File: src/rtl/ep0_pkg.sv
package ep0_pkg;
    typedef enum logic [1:0] {PID_SETUP = 2'd0, PID_OUT = 2'd1, PID_IN = 2'd2, PID_NONE = 2'd3} pid_e;
    typedef enum logic [1:0] {HS_ACK = 2'd0, HS_NAK = 2'd1, HS_STALL = 2'd2, HS_DATA = 2'd3} hs_e;
    typedef enum logic [1:0] {PH_IDLE = 2'd0, PH_DATA = 2'd1, PH_STATUS = 2'd2} phase_e;
    typedef enum logic [1:0] {RX_NONE = 2'd0, RX_SETUP = 2'd1, RX_OUT = 2'd2} rxk_e;
    localparam int SETUP_LEN  = 8;
    localparam int IRQ_SETUP  = 0;
    localparam int IRQ_DATA   = 1;
    localparam int IRQ_STATUS = 2;
endpackage

File: src/rtl/ep0_bytebuf.sv
module ep0_bytebuf #(
    parameter int DEPTH = 64,
    localparam int AW = $clog2(DEPTH)
) (
    input  logic          clk,
    input  logic          we,
    input  logic [AW-1:0] waddr,
    input  logic [7:0]    wdata,
    input  logic [AW-1:0] raddr,
    output logic [7:0]    rdata
);
    logic [7:0] mem_q [DEPTH];

    always_ff @(posedge clk) begin
        if (we) mem_q[waddr] <= wdata;
    end

    assign rdata = mem_q[raddr];
endmodule

File: src/rtl/ep0_ctl.sv
module ep0_ctl import ep0_pkg::*; #(
    parameter int DEPTH = 64,
    localparam int AW = $clog2(DEPTH),
    localparam int CW = $clog2(DEPTH + 1)
) (
    input  logic          clk,
    input  logic          rst_n,
    input  logic          tok_valid,
    input  logic [1:0]    tok_pid,
    input  logic [3:0]    tok_ep,
    input  logic          rx_valid,
    input  logic [7:0]    rx_data,
    input  logic          rx_end,
    input  logic          ack_in,
    input  logic          wr_stall,
    input  logic          wr_irq,
    input  logic          wr_in_cnt,
    input  logic          wr_out_rel,
    input  logic [7:0]    cpu_wdata,
    output logic          setup_we,
    output logic [2:0]    setup_waddr,
    output logic          out_we,
    output logic [AW-1:0] out_waddr,
    output logic [AW-1:0] tx_raddr,
    output logic          resp_valid,
    output logic [1:0]    resp_code,
    output logic [CW-1:0] tx_len,
    output logic          tx_valid,
    output logic          tx_last,
    output logic [1:0]    phase,
    output logic [2:0]    irq,
    output logic          stall,
    output logic          in_busy,
    output logic [CW-1:0] in_cnt,
    output logic          out_busy,
    output logic [CW-1:0] out_cnt
);
    typedef struct packed {
        phase_e        phase;
        rxk_e          rxk;
        logic          take;
        logic [CW-1:0] rx_cnt;
        logic          dir_in;
        logic          wl_nz;
        logic          stall;
        logic          in_busy;
        logic [CW-1:0] in_cnt;
        logic          out_busy;
        logic [CW-1:0] out_cnt;
        logic          in_sent;
        logic          st_sent;
        logic          tx_act;
        logic [CW-1:0] tx_idx;
        logic [CW-1:0] tx_len;
        logic          resp_v;
        hs_e           resp_code;
        logic [2:0]    irq;
    } st_t;

    localparam logic [CW-1:0] CNT_MAX = CW'(DEPTH);
    localparam logic [CW-1:0] SU_LEN  = CW'(SETUP_LEN);

    st_t d, q;
    logic ep0_tok, status_in;

    assign ep0_tok   = tok_valid && (tok_ep == 4'd0);
    // status runs IN unless the data stage itself is IN
    assign status_in = !(q.dir_in && q.wl_nz);

    always_comb begin
        d = q;
        d.resp_v = 1'b0;
        // outgoing byte stream
        if (q.tx_act) begin
            if (q.tx_idx + CW'(1) == q.tx_len) d.tx_act = 1'b0;
            else d.tx_idx = q.tx_idx + CW'(1);
        end
        // CPU side
        if (wr_stall) d.stall = cpu_wdata[0];
        if (wr_irq) d.irq = q.irq & ~cpu_wdata[2:0];
        if (wr_in_cnt && !q.in_busy) begin
            d.in_busy = 1'b1;
            d.in_cnt  = ({1'b0, cpu_wdata} > 9'(DEPTH)) ? CNT_MAX : CW'(cpu_wdata);
        end
        if (wr_out_rel) d.out_busy = 1'b0;
        // received bytes
        if (rx_valid && q.rxk != RX_NONE) begin
            if (q.rxk == RX_SETUP) begin
                if (q.rx_cnt == '0) d.dir_in = rx_data[7];
                if ((q.rx_cnt == CW'(6) || q.rx_cnt == CW'(7)) && rx_data != 8'd0) d.wl_nz = 1'b1;
            end
            if (q.rx_cnt != CNT_MAX) d.rx_cnt = q.rx_cnt + CW'(1);
        end
        // tokens
        if (ep0_tok) begin
            d.rx_cnt = '0;
            d.rxk    = RX_NONE;
            case (pid_e'(tok_pid))
                PID_SETUP: begin
                    d.rxk      = RX_SETUP;
                    d.phase    = PH_IDLE;
                    d.dir_in   = 1'b0;
                    d.wl_nz    = 1'b0;
                    d.stall    = 1'b0;
                    d.in_busy  = 1'b0;
                    d.out_busy = 1'b0;
                    d.in_sent  = 1'b0;
                    d.st_sent  = 1'b0;
                    d.tx_act   = 1'b0;
                end
                PID_OUT: begin
                    d.rxk  = RX_OUT;
                    d.take = (q.phase == PH_DATA) && !q.dir_in && !q.out_busy && !q.stall;
                end
                PID_IN: begin
                    d.resp_v    = 1'b1;
                    d.resp_code = HS_NAK;
                    if (q.phase != PH_IDLE && q.stall) begin
                        d.resp_code = HS_STALL;
                    end else if (q.phase == PH_DATA && q.dir_in) begin
                        if (q.in_busy) begin
                            d.resp_code = HS_DATA;
                            d.tx_len    = q.in_cnt;
                            d.tx_idx    = '0;
                            d.tx_act    = (q.in_cnt != '0);
                            d.in_sent   = 1'b1;
                        end
                    end else if (q.phase != PH_IDLE && status_in) begin
                        if (!q.out_busy) begin
                            d.resp_code = HS_DATA;
                            d.tx_len    = '0;
                            d.tx_act    = 1'b0;
                            d.st_sent   = 1'b1;
                            d.phase     = PH_STATUS;
                        end
                    end
                end
                default: ;
            endcase
        end
        // end of received packet
        if (rx_end && q.rxk != RX_NONE) begin
            d.rxk = RX_NONE;
            if (q.rxk == RX_SETUP) begin
                if (q.rx_cnt == SU_LEN) begin
                    d.resp_v         = 1'b1;
                    d.resp_code      = HS_ACK;
                    d.irq[IRQ_SETUP] = 1'b1;
                    d.phase          = q.wl_nz ? PH_DATA : PH_STATUS;
                end
            end else begin
                d.resp_v    = 1'b1;
                d.resp_code = HS_NAK;
                if (q.phase != PH_IDLE && q.stall) begin
                    d.resp_code = HS_STALL;
                end else if (q.phase == PH_DATA && !q.dir_in) begin
                    if (q.take) begin
                        d.resp_code     = HS_ACK;
                        d.out_busy      = 1'b1;
                        d.out_cnt       = q.rx_cnt;
                        d.irq[IRQ_DATA] = 1'b1;
                    end
                end else if (q.phase != PH_IDLE && !status_in) begin
                    d.resp_code       = HS_ACK;
                    d.irq[IRQ_STATUS] = 1'b1;
                    d.phase           = PH_IDLE;
                end
            end
        end
        // host acknowledged our IN packet
        if (ack_in) begin
            if (q.in_sent) begin
                d.in_sent       = 1'b0;
                d.in_busy       = 1'b0;
                d.irq[IRQ_DATA] = 1'b1;
            end
            if (q.st_sent) begin
                d.st_sent         = 1'b0;
                d.irq[IRQ_STATUS] = 1'b1;
                d.phase           = PH_IDLE;
            end
        end
    end

    always_ff @(posedge clk) begin
        if (!rst_n) begin
            q <= '0;
        end else begin
            q <= d;
        end
    end

    assign setup_we    = (q.rxk == RX_SETUP) && rx_valid && (q.rx_cnt < SU_LEN);
    assign setup_waddr = q.rx_cnt[2:0];
    assign out_we      = (q.rxk == RX_OUT) && q.take && rx_valid && (q.rx_cnt < CNT_MAX);
    assign out_waddr   = q.rx_cnt[AW-1:0];
    assign tx_raddr    = q.tx_idx[AW-1:0];
    assign resp_valid  = q.resp_v;
    assign resp_code   = q.resp_code;
    assign tx_len      = q.tx_len;
    assign tx_valid    = q.tx_act;
    assign tx_last     = q.tx_act && (q.tx_idx + CW'(1) == q.tx_len);
    assign phase       = q.phase;
    assign irq         = q.irq;
    assign stall       = q.stall;
    assign in_busy     = q.in_busy;
    assign in_cnt      = q.in_cnt;
    assign out_busy    = q.out_busy;
    assign out_cnt     = q.out_cnt;


    setup_ack_chk: assert property (@(posedge clk) disable iff (!rst_n)
        $rose(q.irq[IRQ_SETUP]) |-> (q.resp_v && q.resp_code == HS_ACK));


    data_armed_chk: assert property (@(posedge clk) disable iff (!rst_n)
        (q.resp_v && q.resp_code == HS_DATA && q.tx_len != '0) |-> q.in_busy);


    tx_start_chk: assert property (@(posedge clk) disable iff (!rst_n)
        $rose(q.tx_act) |-> (q.resp_v && q.resp_code == HS_DATA));


    status_idle_chk: assert property (@(posedge clk) disable iff (!rst_n)
        $rose(q.irq[IRQ_STATUS]) |-> q.phase == PH_IDLE);


    stall_resp_chk: assert property (@(posedge clk) disable iff (!rst_n)
        (q.resp_v && q.resp_code == HS_STALL) |-> $past(q.stall));
endmodule

File: src/rtl/ep0_engine.sv
module ep0_engine import ep0_pkg::*; #(
    parameter int DEPTH = 64,
    localparam int AW = $clog2(DEPTH),
    localparam int CW = $clog2(DEPTH + 1),
    localparam int CPU_AW = AW + 2
) (
    input  logic              clk,
    input  logic              rst_n,
    input  logic              tok_valid,
    input  logic [1:0]        tok_pid,
    input  logic [3:0]        tok_ep,
    input  logic              rx_valid,
    input  logic [7:0]        rx_data,
    input  logic              rx_end,
    input  logic              ack_in,
    output logic              resp_valid,
    output logic [1:0]        resp_code,
    output logic [CW-1:0]     tx_len,
    output logic              tx_valid,
    output logic [7:0]        tx_data,
    output logic              tx_last,
    input  logic              cpu_we,
    input  logic [CPU_AW-1:0] cpu_addr,
    input  logic [7:0]        cpu_wdata,
    output logic [7:0]        cpu_rdata,
    output logic              irq_setup,
    output logic              irq_data,
    output logic              irq_status,
    output logic [1:0]        ctl_phase
);
    localparam int REG_BASE  = 2 * DEPTH + SETUP_LEN;
    localparam logic [CPU_AW-1:0] A_INCNT  = CPU_AW'(REG_BASE);
    localparam logic [CPU_AW-1:0] A_OUTCNT = CPU_AW'(REG_BASE + 1);
    localparam logic [CPU_AW-1:0] A_CTRL   = CPU_AW'(REG_BASE + 2);
    localparam logic [CPU_AW-1:0] A_IRQ    = CPU_AW'(REG_BASE + 3);
    localparam logic [CPU_AW-1:0] A_VALID  = CPU_AW'(REG_BASE + 4);

    logic [1:0]    region;
    logic          su_sel;
    logic          setup_we, out_we, in_we;
    logic [2:0]    setup_waddr;
    logic [AW-1:0] out_waddr, tx_raddr;
    logic [7:0]    su_rdata, out_rdata;
    logic [2:0]    irq;
    logic          stall, in_busy, out_busy;
    logic [CW-1:0] in_cnt, out_cnt;

    assign region = cpu_addr[CPU_AW-1:AW];
    assign su_sel = (region == 2'd2) && (cpu_addr[AW-1:3] == '0);
    assign in_we  = cpu_we && (region == 2'd0) && !in_busy;

    ep0_ctl #(.DEPTH(DEPTH)) u_ctl (
        .clk(clk), .rst_n(rst_n),
        .tok_valid(tok_valid), .tok_pid(tok_pid), .tok_ep(tok_ep),
        .rx_valid(rx_valid), .rx_data(rx_data), .rx_end(rx_end), .ack_in(ack_in),
        .wr_stall(cpu_we && cpu_addr == A_CTRL),
        .wr_irq(cpu_we && cpu_addr == A_IRQ),
        .wr_in_cnt(cpu_we && cpu_addr == A_INCNT),
        .wr_out_rel(cpu_we && cpu_addr == A_OUTCNT),
        .cpu_wdata(cpu_wdata),
        .setup_we(setup_we), .setup_waddr(setup_waddr),
        .out_we(out_we), .out_waddr(out_waddr), .tx_raddr(tx_raddr),
        .resp_valid(resp_valid), .resp_code(resp_code), .tx_len(tx_len),
        .tx_valid(tx_valid), .tx_last(tx_last), .phase(ctl_phase), .irq(irq),
        .stall(stall), .in_busy(in_busy), .in_cnt(in_cnt),
        .out_busy(out_busy), .out_cnt(out_cnt)
    );

    ep0_bytebuf #(.DEPTH(SETUP_LEN)) u_setup_buf (
        .clk(clk), .we(setup_we), .waddr(setup_waddr), .wdata(rx_data),
        .raddr(cpu_addr[2:0]), .rdata(su_rdata)
    );

    ep0_bytebuf #(.DEPTH(DEPTH)) u_in_buf (
        .clk(clk), .we(in_we), .waddr(cpu_addr[AW-1:0]), .wdata(cpu_wdata),
        .raddr(tx_raddr), .rdata(tx_data)
    );

    ep0_bytebuf #(.DEPTH(DEPTH)) u_out_buf (
        .clk(clk), .we(out_we), .waddr(out_waddr), .wdata(rx_data),
        .raddr(cpu_addr[AW-1:0]), .rdata(out_rdata)
    );

    always_comb begin
        cpu_rdata = 8'd0;
        if (region == 2'd1) cpu_rdata = out_rdata;
        else if (su_sel) cpu_rdata = su_rdata;
        else if (cpu_addr == A_INCNT) cpu_rdata = 8'(in_cnt);
        else if (cpu_addr == A_OUTCNT) cpu_rdata = 8'(out_cnt);
        else if (cpu_addr == A_CTRL) cpu_rdata = {5'd0, out_busy, in_busy, stall};
        else if (cpu_addr == A_IRQ) cpu_rdata = {5'd0, irq};
        else if (cpu_addr == A_VALID) cpu_rdata = 8'h03;
    end

    assign irq_setup  = irq[IRQ_SETUP];
    assign irq_data   = irq[IRQ_DATA];
    assign irq_status = irq[IRQ_STATUS];
endmodule

File: config.mk
export PLATFORM = sky130hd
export DESIGN_NAME = ep0_engine
export DESIGN_NICKNAME = d
export VERILOG_FILES = /design/src/rtl/ep0_pkg.sv /design/src/rtl/ep0_bytebuf.sv /design/src/rtl/ep0_ctl.sv /design/src/rtl/ep0_engine.sv
export SDC_FILE = /design/constraint.sdc
export NUM_CORES = 1
export LEC_CHECK = 0
export BUFFER_PORTS_ARGS = -buffer_cell sky130_fd_sc_hd__buf_2
export CAP_MARGIN = 20
export CELL_PAD_IN_SITES_DETAIL_PLACEMENT = 1
export CELL_PAD_IN_SITES_GLOBAL_PLACEMENT = 2
export CORE_MARGIN = 2
export CORE_UTILIZATION = 30
export DETAILED_ROUTE_END_ITERATION = 8
export PLACE_DENSITY = 0.5
export SLEW_MARGIN = 5
export SYNTH_ARGS = -nofsm -noshare
export SYNTH_HDL_FRONTEND = slang
export SYNTH_SLANG_ARGS = --single-unit
File: constraint.sdc
create_clock -name clk -period 3.1 [get_ports clk]
set_input_delay 0.465 -clock clk [delete_from_list [all_inputs] [get_ports clk]]
set_output_delay 0.465 -clock clk [all_outputs]
set_load 0.05 [all_outputs]
After elaboration in Yosys (flattened, before gate mapping)
Memories as Yosys holds them, arrays and structs flattened. A register that Yosys moved wholly into a read port is not among the register bits. Index checks and enable logic that the tools add are counted.

Memories: 3. Word-level logic and storage cells: 193. Register bits after elaboration: 54. ROM bits: 0. Bits in writable memories: 1088. Bits in latches: 0.

Divide/modulo/power cells: 0. Order comparisons: 3. Shift operators: 0. Multiply operators: 0. $add $sub $neg: 2. Mux-type cells: 94. Bitwise logic cells: 5. Reduce and logical (&&, ||, !) cells: 48. Equal/unequal tests: 19.

Memories: u_in_buf.mem_q (words 64, width 8, read ports 1, clocked after memory_dff 1, write ports 1, line ep0_bytebuf.sv:12) `logic [7:0] mem_q [DEPTH];`; u_out_buf.mem_q (words 64, width 8, read ports 1, clocked after memory_dff 0, write ports 1, line ep0_bytebuf.sv:12); u_setup_buf.mem_q (words 8, width 8, read ports 1, clocked after memory_dff 0, write ports 1, line ep0_bytebuf.sv:12).

Operators with widths (count): 8-bit 2-to-1 mux (9); 7-bit 2-to-1 mux (9); 2-bit 2-to-1 mux (28); 8-bit == test, second input constant (5); 17-bit 2-to-1 mux (2); 1-bit 2-to-1 mux (30); 1-bit logical AND (26); 20-bit 2-to-1 mux (1); 16-bit 2-to-1 mux (1); 15-bit 2-to-1 mux (1); 3-bit 2-to-1 mux (5); 7-bit by 1-bit adder with 7-bit output, second input constant (2); 7-bit by 3-bit == test with 1-bit output, second input constant (2); 6-bit 2-to-1 mux (2); 9-bit 2-to-1 mux (1); 2-bit by 1-bit == test with 1-bit output, second input constant (4); 8-bit by 7-bit greater-than comparator with 1-bit output, second input constant (1); 4-bit 2-to-1 mux (2); 2-bit case mux with 2 select lines (2); 8-bit nonzero test (1); 7-bit by 4-bit == test with 1-bit output, second input constant (1); 7-bit == test (1); 7-bit zero test (1); 7-bit by 4-bit < comparator with 1-bit output, second input constant (1); other kinds (20) (33).

Depth between registers and ports, before layout
Gate-level depths: netlist of run 1.

Word-level depth: 15. Depth in mapped cells: 12. Gate-level depth less buffers: 7.

Cells and area by module
Synthesis of run 1 repeated with hierarchy kept, for this count alone.

Cell total of the unflattened synthesis: 2396. Area total of the unflattened synthesis: 46090.5 µm².

Modules (own cells, without submodules): ep0_bytebuf (u_in_buf ...) (area each 20006.7 µm², sequential area each 15374.7 µm², cells an instance 932, instances 2); ep0_ctl (area each 3080.5 µm², sequential area each 1081.0 µm², cells an instance 370, instances 1); ep0_bytebuf (u_setup_buf) (area each 2531.2 µm², sequential area each 1921.8 µm², cells an instance 106, instances 1); ep0_engine (area each 465.4 µm², sequential area each 0.0 µm², cells an instance 56, instances 1).

Worst setup path before layout of run 1
Ideal clock, no wire load.

Path kind: in2out. From: in cpu_addr[0]. To: out cpu_rdata[6]. Stages: 10. Arrival: 2.742 ns. Path slack: -0.107 ns. Path buffers: 5. Data required time: 2.635 ns. Cells stage by stage: buf_4 -> buf_6 -> buf_6 -> buf_4 -> nand2_2 -> buf_2 -> o22ai_1 -> a2111oi_0 -> a21oi_1 -> a31oi_1.

Longest elaborated chain between the ends: 5.

Ends and longest elaborated chain: start, declared (line ep0_engine.sv:23) `input logic [CPU_AW-1:0] cpu_addr,`; parallel branches: the longest is 4 deep, another holds memory read 64 x 8 bit; 8-bit 2-to-1 mux (*) (line ep0_engine.sv:86) `if (region == 2'd1) cpu_rdata = out_rdata;`; end, declared (line ep0_engine.sv:25) `output logic [7:0] cpu_rdata,`.

Every way passes the cells marked *.

==> flow_summary.ini, run 1 <==
[timing]
maxSlewHeadroom_pct = 37.5
fin_crit_sh_pct = 118
final_max_slew_viol_count = 0
min_period_ns = 3.65
fmaxAchievable_mhz = 274
worst_pin_slew_ns = 0.930
hold_viol = 0
setup_viol = 16
fin_ws_ns = -0.550
finalSetupTns_ns = -5.72
rsz0062_at_grt = true
clock_skew_ns = 0.0403

[logic_synthesis]
async_reset_ff_share_pct = 0
netlist-cell-type-count = 70
syn_area_um2 = 45300
syn_area_per_cell_um2 = 19.0
yosysWarningCount = 0
synth_top_area_cell = edfxtp_1
synth_seq_area_share_pct = 74.4
synth_flop_cell = edfxtp_1
yosys.area.top_type_share_pct = 72.0
synth_edf_count = 1088
syn_nets = 2424
syn_inst = 2383
ys_ff_latch = 1142
ys_top_cells_by_count = edfxtp_1 (1088), mux4_2 (253), nor2_1 (227), mux2i_1 (103), nand2_1 (93)
synth.area.top_cells = edfxtp_1 (72%), mux4_2 (13%), dfxtp_1 (2.4%), mux2i_1 (2.3%), nor2_1 (1.9%)
synth.most_common_cell = edfxtp_1

[setup_path]
worstPathMaxFanout = 7
cp-start-kind = flip-flop
r2r_slack_ns = 0.41
critical_path.startpoint = u_ctl.tx_raddr[0]
crit_end = tx_data[7]
endpoint_kind = primary output
cp.required_ns = 2.63
worstRegToRegCells = 7
cp.arrival_ns = 3.19
crit_type = reg -> out
r2r-start = u_ctl.q[48]
timing.rr.end = u_out_buf.mem_q[42][4]

[pwr]
switching_share_pct = 22.2
vdd_drop_max_mv = 0.451
intPower_mw = 26.2
p_comb_share_pct = 3.9
p_switching_mw = 7.49
clkPwrFrac_pct = 46.0
power.density_nw_per_um2 = 597
leakage_nw = 18.2
pwr-share-seq_pct = 50.1

[grt]
grt_pass1_vias = 26500
antenna_found_initial = 2
grt_pass1_wl_um = 200000
grt_max_degree = 74
grt_use_total_pct = 18.3
grt.overflow.total = 0

[layout]
drive_gt1_share_pct = 35.0
multi_input_area_um2 = 11300
final_cell_count_no_fill = 4999
fillers = 14800
antenna_cells = 0
syn_to_final_growth_pct = 24.5
final_nets = 2918
fin_util_pct = 37.6
seqCellArea_um2 = 33800

[routing]
viasPerCell = 4.89
wl_um = 139000
vias = 24400
wl_per_cell_um = 27.8
drtAntennaViolNets = 0
route.detailed.drc = 0
first_iter_violations = 1555
drt-pass1-iter-count = 5

[placed_design]
place_congestion = 0.793
dpl.hpwl_um = 93500
dp_cells = 4737
port_buffers = 69

[floorplan]
fp.coreArea_um2 = 150000
die_y_um = 393
initial_utilization_pct = 30.2
die-area_um2 = 154000
rows = 142
die_w_um = 393
boundaryPins = 70

[clock_tree]
root_buffer = clkbuf_16
clk_pin_slew_ns = 0.06
cts_tree = built
numCtsBuffers = 134
clockBufferDepth = 3
cts_sinks = 1142
cts_max_level = 4
clock_latency_ns = 0.78

[outcome]
violations = setup timing
status = complete, but fails checks

[job]
drv_cap = 0

[hold_path]
hold_path_class = in -> reg
-- worst min path at each step --
| stage | start | end | cells after the start |
|---|---|---|---|
| after global routing | rx_end | u_ctl.resp_code[1] | 2 |
| after global placement | u_ctl.out_cnt[2] | u_ctl.out_cnt[2] | 2 |
| after floorplan | u_ctl.out_cnt[2] | u_ctl.out_cnt[2] | 2 |
| after detailed placement | u_ctl.out_cnt[2] | u_ctl.out_cnt[2] | 2 |
| final | rx_end | u_ctl.resp_code[1] | 2 |
| after CTS | rx_end | u_ctl.resp_code[1] | 2 |
-- power by group through the flow --
stage,Sequential [mW],Combinational (mW),Clock [mW]
6_report,16.9,1.30,15.5
5_1_grt,16.9,1.39,16.5
4_1_cts,16.9,1.32,15.9
3_5_place_dp,17.2,1.27,0
3_3_place_gp,17.2,1.24,0
2_1_floorplan,17.2,0.475,0
-- state kept, by name, indices dropped and copies added, names as in the netlist, 2 cells and up --
| signal | cells |
|---|---|
| u_ctl.out_cnt | 7 |
| u_ctl.out_waddr | 6 |
| u_ctl.in_cnt | 7 |
| u_out_buf.mem_q | 512 |
| u_ctl.tx_len | 7 |
| u_ctl.tx_raddr | 6 |
| u_in_buf.mem_q | 512 |
| u_ctl.phase | 2 |
| u_ctl.q | 9 |
| u_ctl.irq | 3 |
| u_ctl.resp_code | 2 |
| u_setup_buf.mem_q | 64 |
-- worst max-delay path, cell delays in order, from the launching register on --
cell,delay (ns)
dfxtp_4,0.42
buf_12,0.19
clkbuf_16,0.19
mux4_2,0.54
mux4_2,0.58
a21oi_4,0.18
nand3_2,0.11
buf_6,0.16
-- cells in the final DEF, fill, tap and decap left out, drive strengths merged, types with 8 or more instances in the layout --
cell type,instances
a21oi,50
inv,15
mux4,253
a2111oi,8
or3,13
mux2i,103
o221ai,20
edfxtp,1088
nand3,29
clkinv,64
a31oi,11
buf,498
o21ai,36
nand2,94
a22oi,17
o31ai,11
nor3,20
mux2,17
clkbuf,162
o22ai,35
nor2b,21
bufinv,8
nor2,227
dfxtp,54
nand3b,8
-- cell families (layout without fill, tap and decap cells) --
logic type	Yosys count	after routing	synth area share, %
XOR/XNOR	12	12	0.232
AND/OR/NAND/NOR	467	467	4.71
multiplexers	373	373	15.3
adder cells (fa/ha/maj)	4	4	0.110
AO/OA/AOI/OAI	231	231	3.44
flip-flops	1142	1142	74.4
buffers and inverters	154	754	1.82
-- layer usage --
layer,track usage [%],vias up,routed length (um)
met5,0,-,0
met4,3.98,0,2560
met3,2.74,152,4350
met2,31.2,415,70000
met1,24.6,13200,62200
li1,-,10700,-
-- area by class of cell --
class,count,share of cell area (%)
flip-flops and latches,1142,59.8
multi-input cells,1087,20.0
repair buffers,501,7.90
clock buffers,161,6.16
well taps,2016,4.47
clock inverters,81,1.61
inverters,11,0.0754
-- stage by stage --
step | total power [mW] | hold WS (ns) | worst slack [ns] | cell area [um^2]
2_1_floorplan | 17.7 | 0.455 | 0.0866 | 45400
3_3_place_gp | 18.5 | 0.478 | -0.497 | 51000
3_5_place_dp | 18.5 | 0.483 | -0.487 | 51100
4_1_cts | 34.2 | 0.0294 | -0.658 | 56300
5_1_grt | 34.8 | 0.0562 | -0.678 | 56400
6_report | 33.7 | 0.0825 | -0.550 | 56400
-- timing repair --
action,4_1_cts,5_1_grt
buffers inserted,11,4
endpoints found under the hold margin,3,0
gates resized for setup,129,29
pin swaps,26,12
hold buffers,2,0
endpoints found under the setup margin,17,17
gates cloned,6,1
Power figures use the tool's default switching activity.
==> inputs of run 2 (changes only) <==
- clock period: 3.1 -> 3.9 ns (I/O delays scaled with it)
==> flow_summary.ini, run 2 (synthesized netlist as in run 1, its figures left out) <==
[routing]
wl_per_cell_um = 28.5
drtAntennaViolNets = 0
route.detailed.drc = 0
viasPerCell = 4.94
wl_um = 139000
first_iter_violations = 1808
vias = 24100
drt-pass1-iter-count = 5

[outcome]
status = finished clean

[timing]
worst_pin_slew_ns = 1.09
setup_viol = 0
hold_viol = 0
final_max_slew_viol_count = 0
holdWs_ns = 0.102
fmaxAchievable_mhz = 262
rsz0062_at_grt = true
clock_skew_ns = 0.0326
fin_crit_sh_pct = 97.7
min_period_ns = 3.81
maxSlewHeadroom_pct = 27.0

[hold_path]
worstHoldStart = rx_data[0]
hold_path_depth = 1
hold_path_class = in -> reg
hold_path_end = u_out_buf.mem_q[58][0]

[layout]
final_cell_area_um2 = 54800
final_nets = 2781
layout_common_cells = edfxtp_1 (1088), mux4_2 (253), buf_4 (251)
final_cell_count_no_fill = 4866
fin_util_pct = 36.5
drive_gt1_share_pct = 30.0
syn_to_final_growth_pct = 20.8
mostFrequentLayoutCell = edfxtp_1
top_regs = u_in_buf.mem_q (512), u_out_buf.mem_q (512), u_setup_buf.mem_q (64)

[floorplan]
die-area_um2 = 154000
boundaryPins = 70
fp.coreArea_um2 = 150000
rows = 142
initial_utilization_pct = 30.2
die_w_um = 393
die_y_um = 393

[setup_path]
crit_type = reg -> out
cp.required_ns = 3.31
endpoint_kind = primary output
cp-start-kind = flip-flop
r2r_slack_ns = 0.74
worstRegToRegCells = 4
r2r-start = u_ctl.q[51]
worstPathMaxFanout = 8
timing.rr.end = u_out_buf.mem_q[24][2]
cp.arrival_ns = 3.23

[grt]
grt_max_degree = 73
grtUsageMet2_pct = 30.4
grt.overflow.total = 0
grt-busiest-layer = met2
grtUsageMet1_pct = 24.2
grt_pass1_vias = 26000
grt_use_total_pct = 18.2
grt_pass1_wl_um = 198000
use_met3_pct = 3.56
antenna_found_initial = 4

[clock_tree]
cts_tree = built
clk_pin_slew_ns = 0.06
numCtsBuffers = 135
root_buffer = clkbuf_16
clock_latency_ns = 0.76
cts_sinks = 1142
clockBufferDepth = 3
ctsHoldBuffers = 0
cts_max_level = 4

[pwr]
vdd_drop_max_mv = 0.364
p_switching_mw = 5.71
p_comb_share_pct = 3.5
intPower_mw = 20.7
power.density_nw_per_um2 = 482
leakage_nw = 17.4
power.total_mw = 26.4
switching_share_pct = 21.6
pwr-share-seq_pct = 50.9
clkPwrFrac_pct = 45.6

[placed_design]
placed_area_um2 = 49900
port_buffers = 69
dpl.hpwl_um = 91800
dp_cells = 4599
place_congestion = 0.764

[job]
drv_cap = 0
## run 2: cell types whose count changed in the layout (fill, tap and decap cells not counted), sizes merged
cell	change
buf	-140
clkbuf	+20
clkinv	-8
bufbuf	+2
bufinv	-2
clkinvlp	-2
dlygate4sd3	-2
inv	-2
diode	+1
## run 2: per-layer routing
metal / vias to the layer above / wire length (um) / share of wire (%)
met5: - / 7 / 0.0050
met4: 2 / 3150 / 2.3
met3: 177 / 6130 / 4.4
met2: 500 / 68600 / 49
met1: 12900 / 61000 / 44
li1: 10400 / - / -
## run 2: through the flow
| step | setup TNS (ns) | setup slack (ns) |
|---|---|---|
| 3_5_place_dp | -0.230 | -0.230 |
| 5_1_grt | -0.151 | -0.0444 |
| 6_report | 0 | 0.0891 |
| 3_3_place_gp | -1.12 | -0.738 |
| 4_1_cts | -0.0558 | -0.0206 |
| 2_1_floorplan | 0 | 0.453 |
## run 2: critical path, stage by stage (launching register included)
cell and delay [ns]:
dfxtp_4 0.37, buf_12 0.18, buf_16 0.18, mux4_2 0.59
mux4_2 0.48, nor2b_4 0.16, a21oi_2 0.16, nand3_2 0.14
buf_8 0.18
## run 2: final cells by class
type / instances / area (um^2)
Timing Repair Buffer: 363 / 3270
Multi-Input combinational cell: 1087 / 11000
Tap cell: 2016 / 2520
Clock inverter: 67 / 613
Sequential cell: 1142 / 33800
Clock buffer: 179 / 3610
Inverter: 11 / 42.5
Fill cell: 14900 / 95200
Antenna cell: 1 / 2.50
## run 2: worst max path at each step
stage / startpoint / to / slack, ns / depth (start not counted)
floorplan: cpu_addr[0] / cpu_rdata[6] / 0.45 / 10
global placement: cpu_addr[0] / cpu_rdata[7] / -0.74 / 10
detailed placement: cpu_addr[0] / cpu_rdata[7] / -0.23 / 11
CTS: u_ctl.tx_raddr[0] / tx_data[6] / -0.02 / 8
global route: u_ctl.tx_raddr[0] / tx_data[7] / -0.04 / 8
finish: u_ctl.tx_raddr[0] / tx_data[7] / 0.09 / 8
## run 2: power by group through the flow
stage	Combinational (mW)	Sequential (mW)	Clock, mW
after floorplan	0.376	13.7	0
after global placement	0.929	13.7	0
after detailed placement	0.950	13.7	0
after CTS	0.959	13.4	12.4
after global routing	0.995	13.4	12.8
final	0.931	13.4	12.0
## run 2: repair_timing
| item | CTS | global route |
|---|---|---|
| cloned | 5 | 2 |
| pin swaps | 6 | 7 |
| endpoints found under the setup margin | 10 | 12 |
| setup buffers | 10 | 4 |
| resized for setup | 52 | 35 |
==> inputs of run 3 (changes only) <==
- REMOVE_ABC_BUFFERS: unset -> 1
==> flow_summary.ini, run 3 (synthesized netlist as in run 1, its figures left out) <==
[setup_path]
crit_type = reg -> out
cp.arrival_ns = 3.23
r2r_slack_ns = 0.97
worstRegToRegCells = 5
endpoint_kind = primary output
r2r-start = u_ctl.in_busy
timing.rr.end = u_in_buf.mem_q[2][6]
worstPathMaxFanout = 8
slowest_delay_ns = 0.55
cp-start-kind = flip-flop
cp.required_ns = 3.31
crit_slowest_cell = mux4_2
crit_chain = buf_12, buf_12, mux4_2, mux4_2, nor2b_2, a21oi_4, nand3_4, buf_6

[layout]
seqCellArea_um2 = 33800
top_regs = u_in_buf.mem_q (512), u_out_buf.mem_q (512), u_setup_buf.mem_q (64)
syn_to_final_growth_pct = 20.0
final_nets = 2747
mostFrequentLayoutCell = edfxtp_1
fillers = 14800
layout_common_cells = edfxtp_1 (1088), mux4_2 (253), buf_4 (232)
drive_gt1_share_pct = 29.6
final_cell_area_um2 = 54400
fin_util_pct = 36.3
multi_input_area_um2 = 11100

[placed_design]
port_buffers = 69
placed_area_um2 = 49500
dp_worst_setup_slack_ns = -0.0331
dpl.hpwl_um = 87500
place_congestion = 0.768

[outcome]
status = finished clean

[grt]
grt_max_degree = 73
grt.overflow.total = 0
grt_pass1_vias = 25700
grt_use_total_pct = 17.5
antenna_found_initial = 5
grt_pass1_wl_um = 191000

[hold_path]
hold_path_depth = 1
hold_path_end = u_out_buf.mem_q[29][7]
hold_path_class = in -> reg
worstHoldStart = rx_data[7]

[timing]
hold_viol = 0
fmaxAchievable_mhz = 262
rsz0062_at_grt = false
clock_skew_ns = 0.0197
final_max_slew_viol_count = 0
fin_ws_ns = 0.0887
min_period_ns = 3.81
worst_pin_slew_ns = 1.01
maxSlewHeadroom_pct = 32.7
fin_crit_sh_pct = 97.7
setup_viol = 0

[clock_tree]
clockBufferDepth = 3
cts_sinks = 1142
clk_pin_slew_ns = 0.06
numCtsBuffers = 130
cts_tree = built
ctsHoldBuffers = 0
clock_latency_ns = 0.75
cts_max_level = 4
root_buffer = clkbuf_16

[routing]
viasPerCell = 4.89
wl_per_cell_um = 27.6
vias = 23600
wl_um = 133000
route.detailed.drc = 0
first_iter_violations = 1651
drt-pass1-iter-count = 5
drtAntennaViolNets = 0

[floorplan]
fp.coreArea_um2 = 150000
die-area_um2 = 154000
initial_utilization_pct = 30.2
die_y_um = 393
rows = 142
boundaryPins = 70
die_w_um = 393

[pwr]
power.density_nw_per_um2 = 482
vdd_drop_max_mv = 0.372
leakage_nw = 17.2

[job]
drv_cap = 0
run 3: changes by cell type in the layout (fill, tap and decap cells not counted), moves of 8 or more:
cell      change
clkinv_1      -9
clkinv_2      +8
clkbuf_1      -8
buf_4        -19
run 3: how the worst max path moves through the flow:
| stage | slack, ns | start | cells past startpoint | end |
|---|---|---|---|---|
| global placement | -0.19 | cpu_addr[2] | 9 | cpu_rdata[7] |
| floorplan | -4.60 | u_ctl.tx_raddr[0] | 5 | tx_last |
| detailed placement | -0.03 | cpu_addr[2] | 9 | cpu_rdata[7] |
| CTS | 0.002 | u_ctl.tx_raddr[0] | 8 | tx_data[6] |
| finish | 0.09 | u_ctl.tx_raddr[0] | 8 | tx_data[6] |
| global route | 0.0006 | u_ctl.tx_raddr[0] | 8 | tx_data[6] |
run 3: layout make-up:
type,count,share of cell area (%)
antenna,1,0.00460
clock buffer,175,6.72
clock inverter,55,0.867
inverter,11,0.0782
multi-input combinational,1087,20.3
sequential,1142,62.0
tap,2016,4.63
timing repair buffer,334,5.34
run 3: metal layers:
layer / up-vias / wire length (um) / GRT usage, % / share of wire [%]
met3: 164 / 4910 / 2.71 / 3.7
li1: 10400 / - / - / -
met5: - / 0 / 0 / 0
met4: 0 / 3290 / 5.53 / 2.5
met1: 12600 / 58200 / 23.1 / 44
met2: 445 / 66600 / 29.5 / 50
run 3: where the power goes:
group / leakage (nW) / switching (mW) / internal, mW
Combinational: 4.94 / 0.613 / 0.288
Clock: 2.02 / 4.84 / 7.07
Sequential: 10.2 / 0.00364 / 13.4
Total: 17.2 / 5.46 / 20.8
run 3: per-stage QoR:
stage	total power [mW]	hold WS, ns	setup TNS, ns	std cells
after floorplan	14.0	0.455	-70.84	2240
after global placement	14.6	0.475	-0.189	4564
after detailed placement	14.6	0.490	-0.0331	4566
after CTS	26.6	0.0618	0	4816
after global routing	27.1	0.0967	0	4821
final	26.3	0.135	0	4821
run 3: critical path, delay by kind of cell, from the launching register on:
family	cells	cell delay, ns
mux	2	1.07
buf+inv	3	0.50
flops	1	0.36
simple gates	2	0.33
compound gates	1	0.20
run 3: what timing repair did:
item,4_1_cts,5_1_grt
endpoints found under the setup margin,10,11
gates cloned,5,1
gates resized for setup,86,7
pin swaps,8,0
buffers inserted,16,3
